`config.mk`:
```
export PLATFORM = sky130hd
export DESIGN_NAME = irq_gate_ctrl
export DESIGN_NICKNAME = d
export VERILOG_FILES = /design/src/rtl/irq_gate_pkg.sv /design/src/rtl/irq_req_bank.sv /design/src/rtl/irq_prio_pick.sv /design/src/rtl/irq_mask_fsm.sv /design/src/rtl/irq_gate_ctrl.sv
export SDC_FILE = /design/constraint.sdc
export NUM_CORES = 1
export LEC_CHECK = 0
export BUFFER_PORTS_ARGS = -buffer_cell sky130_fd_sc_hd__buf_2
export CAP_MARGIN = 25
export CORE_UTILIZATION = 46
export CTS_BUF_LIST = sky130_fd_sc_hd__clkbuf_4 sky130_fd_sc_hd__clkbuf_8
export CTS_CLUSTER_DIAMETER = 100
export CTS_CLUSTER_SIZE = 24
export DETAILED_ROUTE_END_ITERATION = 6
export GPL_TIMING_DRIVEN = 0
export MAX_ROUTING_LAYER = met4
export PLACE_DENSITY = 0.7
export SETUP_SLACK_MARGIN = 0.2
export SLEW_MARGIN = 40
export SYNTH_ARGS = -nofsm -noshare
export SYNTH_HDL_FRONTEND = slang
export SYNTH_HIERARCHICAL = 1
export SYNTH_SLANG_ARGS = --single-unit
```
`constraint.sdc`:
```
create_clock -name clk -period 4 [get_ports clk]
set_clock_uncertainty 0.1 [all_clocks]
set_input_delay 0 -clock clk [delete_from_list [all_inputs] [get_ports clk]]
set_output_delay 0 -clock clk [all_outputs]
set_load 0.1 [all_outputs]
```
`src/rtl/irq_gate_pkg.sv`:
```
package irq_gate_pkg;

    // Global interrupt disable state
    typedef enum logic {
        ST_MASKED = 1'b0,
        ST_OPEN   = 1'b1
    } mask_state_e;

    // Number of byte registers needed to hold a given number of bits
    function automatic int regs_for(input int nbits, input int reg_w);
        return (nbits + reg_w - 1) / reg_w;
    endfunction

endpackage

```
`src/rtl/irq_req_bank.sv`:
```
module irq_req_bank #(
    parameter int NSRC  = 15,
    parameter int REG_W = 8,
    localparam int NREG = irq_gate_pkg::regs_for(NSRC, REG_W)
) (
    input  logic             clk,
    input  logic             rst_n,
    input  logic [NREG-1:0]  req_we,
    input  logic [NREG-1:0]  en_we,
    input  logic [REG_W-1:0] wdata,
    input  logic [NSRC-1:0]  pulse,
    input  logic [NSRC-1:0]  ack_clr,
    output logic [NSRC-1:0]  req_q,
    output logic [NSRC-1:0]  en_q
);

    for (genvar i = 0; i < NSRC; i++) begin : g_src
        localparam int RI = i / REG_W;
        localparam int BI = i % REG_W;

        // Request bit: pulse beats write, write beats acknowledge clear
        always_ff @(posedge clk or negedge rst_n) begin
            if (!rst_n) begin
                req_q[i] <= 1'b0;
            end else if (pulse[i]) begin
                req_q[i] <= 1'b1;
            end else if (req_we[RI]) begin
                req_q[i] <= wdata[BI];
            end else if (ack_clr[i]) begin
                req_q[i] <= 1'b0;
            end
        end

        // Enable bit: software only
        always_ff @(posedge clk or negedge rst_n) begin
            if (!rst_n) begin
                en_q[i] <= 1'b0;
            end else if (en_we[RI]) begin
                en_q[i] <= wdata[BI];
            end
        end

        // a pulse always lands, whatever else happens that cycle
        a_r4_pulse_sets: assert property (@(posedge clk) disable iff (!rst_n)
            pulse[i] |=> req_q[i]);

        // a set request survives until written or acknowledged
        a_r4_request_holds: assert property (@(posedge clk) disable iff (!rst_n)
            (req_q[i] && !req_we[RI] && !ack_clr[i]) |=> req_q[i]);
    end

endmodule

```
`src/rtl/irq_prio_pick.sv`:
```
module irq_prio_pick #(
    parameter int NSRC = 15,
    localparam int IDX_W = $clog2(NSRC)
) (
    input  logic [NSRC-1:0]  cand,
    output logic             any,
    output logic [IDX_W-1:0] idx
);

    // Lowest-numbered candidate wins
    always_comb begin
        any = 1'b0;
        idx = '0;
        for (int i = NSRC - 1; i >= 0; i--) begin
            if (cand[i]) begin
                any = 1'b1;
                idx = IDX_W'(i);
            end
        end
    end

    // nothing below the winner is a candidate
    always_comb begin
        if (any) begin
            a_r9_lowest_wins: assert ((cand & ~({NSRC{1'b1}} << idx)) == '0);
        end
    end

endmodule

```
`src/rtl/irq_mask_fsm.sv`:
```
module irq_mask_fsm
    import irq_gate_pkg::*;
(
    input  logic clk,
    input  logic rst_n,
    input  logic set_req,
    input  logic clr_req,
    input  logic accept,
    output logic masked
);

    mask_state_e state_q, state_d;

    // State register
    always_ff @(posedge clk or negedge rst_n) begin
        if (!rst_n) begin
            state_q <= ST_MASKED;
        end else begin
            state_q <= state_d;
        end
    end

    // Transitions: T_UNMASK, T_MASK, T_ACCEPT
    always_comb begin
        state_d = state_q;
        unique case (state_q)
            ST_MASKED: if (clr_req && !set_req) state_d = ST_OPEN;
            ST_OPEN:   if (set_req || accept)   state_d = ST_MASKED;
        endcase
    end

    // Outputs
    always_comb begin
        masked = (state_q == ST_MASKED);
    end

    // taking an interrupt always closes the gate
    a_r7_accept_masks: assert property (@(posedge clk) disable iff (!rst_n)
        accept |=> (state_q == ST_MASKED));

    // set-disable wins over clear-disable
    a_r6_set_masks: assert property (@(posedge clk) disable iff (!rst_n)
        set_req |=> (state_q == ST_MASKED));

endmodule

```
`src/rtl/irq_gate_ctrl.sv`:
```
module irq_gate_ctrl #(
    parameter int NSRC   = 15,
    parameter int REG_W  = 8,
    parameter int ADDR_W = 8,
    parameter logic [ADDR_W-1:0] BASE_ADDR = 8'h3C,
    localparam int NREG   = irq_gate_pkg::regs_for(NSRC, REG_W),
    localparam int FLAT_W = NREG * REG_W,
    localparam int IDX_W  = $clog2(NSRC)
) (
    input  logic              clk,
    input  logic              rst_n,
    input  logic [ADDR_W-1:0] reg_addr,
    input  logic [REG_W-1:0]  reg_wdata,
    input  logic              reg_we,
    output logic [REG_W-1:0]  reg_rdata,
    input  logic [NSRC-1:0]   src_pulse,
    input  logic              cpu_sei,
    input  logic              cpu_cli,
    input  logic              cpu_ack,
    output logic              irq_pending,
    output logic [IDX_W-1:0]  irq_index
);

    logic [NREG-1:0]   req_we, en_we;
    logic [NSRC-1:0]   req_q, en_q, ack_clr;
    logic [FLAT_W-1:0] req_flat, en_flat;
    logic              any_cand, masked, accept;
    logic [IDX_W-1:0]  pick_idx;

    // Write decode: request registers first, enable registers after
    for (genvar k = 0; k < NREG; k++) begin : g_dec
        assign req_we[k] = reg_we && (reg_addr == BASE_ADDR + ADDR_W'(k));
        assign en_we[k]  = reg_we && (reg_addr == BASE_ADDR + ADDR_W'(NREG + k));
    end

    // Read mux, spare bits zero-extended
    assign req_flat = FLAT_W'(req_q);
    assign en_flat  = FLAT_W'(en_q);

    always_comb begin
        reg_rdata = '0;
        for (int k = 0; k < NREG; k++) begin
            if (reg_addr == BASE_ADDR + ADDR_W'(k))
                reg_rdata = req_flat[k*REG_W +: REG_W];
            if (reg_addr == BASE_ADDR + ADDR_W'(NREG + k))
                reg_rdata = en_flat[k*REG_W +: REG_W];
        end
    end

    irq_req_bank #(.NSRC(NSRC), .REG_W(REG_W)) u_bank (
        .clk     (clk),
        .rst_n   (rst_n),
        .req_we  (req_we),
        .en_we   (en_we),
        .wdata   (reg_wdata),
        .pulse   (src_pulse),
        .ack_clr (ack_clr),
        .req_q   (req_q),
        .en_q    (en_q)
    );

    irq_prio_pick #(.NSRC(NSRC)) u_pick (
        .cand (req_q & en_q),
        .any  (any_cand),
        .idx  (pick_idx)
    );

    irq_mask_fsm u_fsm (
        .clk     (clk),
        .rst_n   (rst_n),
        .set_req (cpu_sei),
        .clr_req (cpu_cli),
        .accept  (accept),
        .masked  (masked)
    );

    assign irq_pending = any_cand && !masked;
    assign irq_index   = irq_pending ? pick_idx : '0;
    assign accept      = cpu_ack && irq_pending;
    assign ack_clr     = accept ? (NSRC'(1) << irq_index) : '0;

    // the winner is both requested and enabled
    a_r5_winner_live: assert property (@(posedge clk) disable iff (!rst_n)
        irq_pending |-> (req_q[irq_index] && en_q[irq_index]));

    // set-disable silences the core interface next cycle
    a_r6_sei_blocks: assert property (@(posedge clk) disable iff (!rst_n)
        cpu_sei |=> !irq_pending);

    // an accepted source is cleared unless re-requested or rewritten
    a_r7_ack_clears: assert property (@(posedge clk) disable iff (!rst_n)
        (accept && !src_pulse[irq_index] && !(|req_we)) |=> !req_q[$past(irq_index)]);

    // spare bits of the last request/enable bytes read 0
    if (NSRC % REG_W != 0) begin : g_spare
        localparam int PAD_LO = NSRC % REG_W;
        a_r3_spare_zero: assert property (@(posedge clk) disable iff (!rst_n)
            ((reg_addr == BASE_ADDR + ADDR_W'(NREG - 1)) ||
             (reg_addr == BASE_ADDR + ADDR_W'(2*NREG - 1)))
            |-> ((reg_rdata >> PAD_LO) == '0));
    end

endmodule

```
==> impl_table.tex <==
\begin{tabular}{lr}
\hline
Metric & Value \\
\hline
\multicolumn{2}{l}{\textbf{Setup path}} \\
Maximum single-stage delay on the critical path & 550 ps \\
Buffers plus inverters on the worst setup path & 1 \\
Critical Path Sink Type & flip-flop \\
Crit path max-delay cell type & dlygate4sd3\_1 \\
Category of the most critical setup path & flip-flop to flip-flop \\
Crit path DAT & 3300 ps \\
Most used cell, CP & nor2\_1 \\
Critical path launch point type & flip-flop \\
Critical path, cell by cell & and2\_1 -> nor4\_1 -> nand2\_1 -> nor2\_1 -> nand2b\_1 -> nor3\_1 -> nor2\_1 -> a221o\_2 -> dlygate4sd3\_1 \\
Delay-heaviest family, CP & simple AND/OR/NAND/NOR gates \\
CP max FO & 8 \\
Required time of the worst setup path & 4070 ps \\
\multicolumn{2}{l}{\textbf{Floorplan}} \\
Initial core utilization & 0.487 \\
Number of placement rows & 23 \\
Area of the die & about 0.0046 mm2 \\
Core box area & just over 0.004 mm2 \\
Floorplan die height & 67.5 um \\
Die width & 67.5 um \\
Top-Level Pins & 50 \\
\multicolumn{2}{l}{\textbf{Routing}} \\
Via count & about 1.9k \\
DRT Pass-1 Iters & 4 \\
Per-cell routed wire length & 16.6 um \\
Top layer used by detailed routing & met4 \\
DRC marker count from the first detailed-route iteration & 97 \\
Final routed wirelength across all metal layers & 5530 um \\
\# DRC & 0 \\
Met1 Wirelength & 2440 um \\
Post-route antenna net violation count & 0 \\
Met3 layer wire length in the routed design & 343 um \\
Total length of routed met2 wires & 2690 um \\
Via density per instance & 5.69 \\
\multicolumn{2}{l}{\textbf{STA}} \\
Hold Slack & slightly below 200 ps \\
Final critical path time including I/O delays and setup & 3230 ps \\
Final count of hold timing violations & 0 \\
Peak clock frequency supported by timing & 0.310 GHz \\
Max-slew violations & 0 \\
Normalized max-slew margin & 0.543 \\
Final setup violating endpoints & 0 \\
Fin crit share & 0.808 \\
Unrepaired setup endpoints after global routing & no \\
Sum of negative setup slack & 0 ps \\
Tightest Pin Transition & 680 ps \\
\multicolumn{2}{l}{\textbf{Power}} \\
Total design power & $\sim$0.8 mW \\
Combinational share of power & 0.278 \\
Leakage component of the power & approximately 1.2 nW \\
Clock power share & 0.309 \\
Cell Pwr Density & 288 mW/mm2 \\
Switching share of total power & 0.316 \\
Switching component of the power & 0.254 mW \\
Maximum ir drop on the vdd rail & between 0.2 and 0.25 mV \\
Pint & 0.549 mW \\
Fraction of power consumed by sequential logic & 0.412 \\
\multicolumn{2}{l}{\textbf{Clock tree}} \\
Clock-pin slew on the worst setup and hold paths & 70 ps \\
Total number of H-tree levels & 2 \\
Clock tree from TritonCTS & done \\
Number of buffers inserted by hold repair at cts & 41 \\
Clk\_lat worst skew & 280 ps \\
\# resized after CTS & 0 \\
Post-CTS Setup Bufs & 0 \\
Clk root buf & clkbuf\_8 \\
Bufs on Longest Clock Path & 2 \\
Clock Sink Count & 31 \\
Number of buffers added by the clock tree synthesis step & 5 \\
\multicolumn{2}{l}{\textbf{Synth}} \\
Sequential cell area fraction in the yosys report & 0.393 \\
Top cells by area, synth & dfrtp\_1, mux2\_2, and2\_1 \\
Mean post-synth cell area & 10.6 um2 \\
Count of unique library cells instantiated by Yosys & 38 \\
Share of Yosys cell area claimed by the top area cell type & 0.393 \\
Number of register bits inferred by synthesis & 31 \\
Syn nets & 223 \\
Yosys warning count & 6 \\
Post-Synthesis Cells & 186 \\
Netlist area before placement & 0.00198 mm2 \\
Largest area contributor in the netlist & dfrtp\_1 \\
\multicolumn{2}{l}{\textbf{Worst hold path}} \\
Hold Crit Class & primary input to async pin \\
\multicolumn{2}{l}{\textbf{Placement}} \\
Placed standard-cell area & 0.00228 mm2 \\
HPWL after DPL & 3760 um \\
GPL Wtd Cong & 1.04 \\
Number of buffers added on ports & between 40 and 50 \\
\multicolumn{2}{l}{\textbf{GRT}} \\
Combined global-route utilization of all metal layers & 0.275 \\
Global route total overflow & 0 \\
Number of antenna violations at the first check in global routing & 0 \\
Global-route wire length before repair & between 8000 and 9000 um \\
Vias in the first global route & 1788 \\
Maximum number of pins on one net before global-route repair & 32 \\
\multicolumn{2}{l}{\textbf{Final layout}} \\
Total Nets Final & 320 \\
Layout cell share with drive strength beyond 1 & 0.322 \\
Area of all sequential standard cells & 776 um2 \\
Antenna diode instance count & 0 \\
Synth-to-Final Area Change & 41.2\% \\
Post-Layout Inst Area & $\sim$0.0028 mm2 \\
Fill count & 319 \\
Multi-input combinational cell area & 0.00112 mm2 \\
\multicolumn{2}{l}{\textbf{Job}} \\
Number of max-cap violations & 0 \\
\multicolumn{2}{l}{\textbf{Status}} \\
Status & complete, no violations \\
\hline
\end{tabular}
==> worst reg2reg max path, stage by stage (launching register included) <==
cell and delay, ps:
dfrtp_1 400, and2_1 220, nor4_1 460, nand2_1 110
nor2_1 420, nand2b_1 220, nor3_1 170, nor2_1 70
a221o_2 390, dlygate4sd3_1 550
==> state kept, by name, summed over array words and instances (netlist names) <==
register,count
u_fsm/state_q,1
u_bank/en_q,15
u_bank/req_q,15
==> layout make-up <==
class	instances	area share
Tap cell	50	0.0224
Multi-Input combinational cell	143	0.402
Buffer	9	0.0265
Inverter	3	0.00404
Sequential cell	31	0.278
Clock inverter	1	0.00179
Timing Repair Buffer	90	0.235
Clock buffer	6	0.0296
==> logic make-up (layout without fill, tap and decap cells) <==
logic type | count (synthesis) | after routing | share of synthesized area
AO/OA/AOI/OAI | 24 | 24 | 0.113
buffers and inverters | 12 | 109 | 0.0431
flip-flops | 31 | 31 | 0.393
multiplexers | 23 | 23 | 0.176
AND/OR/NAND/NOR | 96 | 96 | 0.275
==> metrics by stage <==
step | utilization | worst slack, ps | instances
after global placement | 0.563 | 1410 | 285
after detailed placement | 0.563 | 1370 | 285
after CTS | 0.685 | 800 | 333
after global routing | 0.687 | 528 | 333
after floorplan | - | 681 | 186
final | 0.687 | 769 | 333
==> cells in the final DEF, fill, tap and decap left out, types with 6 or more instances in the layout <==
cell and count:
a221o_1 11, and2_1 20, and3_1 7, buf_2 52
clkbuf_8 7, dfrtp_1 31, dlygate4sd3_1 41, mux2_2 15
nand2b_1 6, nor2_1 22, nor3_1 13, nor4_1 11
==> power by group through the flow <==
stage               clock (mW)  sequential [mW]  combinational, mW
detailed placement           0            0.337              0.195
finish                   0.248            0.331              0.224
CTS                      0.254            0.331              0.218
floorplan                    0            0.334              0.137
global route             0.268            0.332              0.243
global placement             0            0.336              0.193
==> Yosys cell counts, drive strengths merged <==
| cell type | instances |
|---|---|
| a311oi | 1 |
| mux4 | 7 |
| nor4 | 11 |
| dfrtp | 31 |
| or4 | 1 |
| and3 | 7 |
| inv | 3 |
| mux2i | 1 |
| and4bb | 1 |
| nor2 | 22 |
| nand3b | 1 |
| and2 | 21 |
| nand2 | 4 |
| a21boi | 1 |
| and4 | 1 |
| buf | 7 |
| clkbuf | 2 |
| nand4bb | 2 |
| nor2b | 2 |
| nand3 | 2 |
| nand2b | 6 |
| and3b | 1 |
| nor3 | 13 |
| o32ai | 1 |
| o31ai | 2 |
| o21ai | 1 |
| a221oi | 1 |
| a21oi | 2 |
| mux2 | 15 |
| nand4b | 1 |
| a221o | 15 |
==> final timing paths <==
kind,depth (start not counted),endpoint,startpoint,slack [ps]
worst max-delay path,9,u_bank/req_q[8],u_bank/req_q[7],770
worst min-delay path,2,u_fsm/state_q,rst_n,200
worst max register to register,9,u_bank/req_q[8],u_bank/req_q[7],770
worst min register to register,1,u_bank/en_q[9],u_bank/en_q[9],420
max in group asynchronous,2,u_bank/req_q[4],rst_n,3150
min in group clk,5,u_bank/en_q[13],reg_we,310
==> layer usage <==
layer	vias up	track usage
li1	912	-
met1	899	0.359
met2	76	0.434
met3	8	0.0490
met4	0	0.0824
met5	-	-
Note: power is estimated with default switching activity, not from simulation.
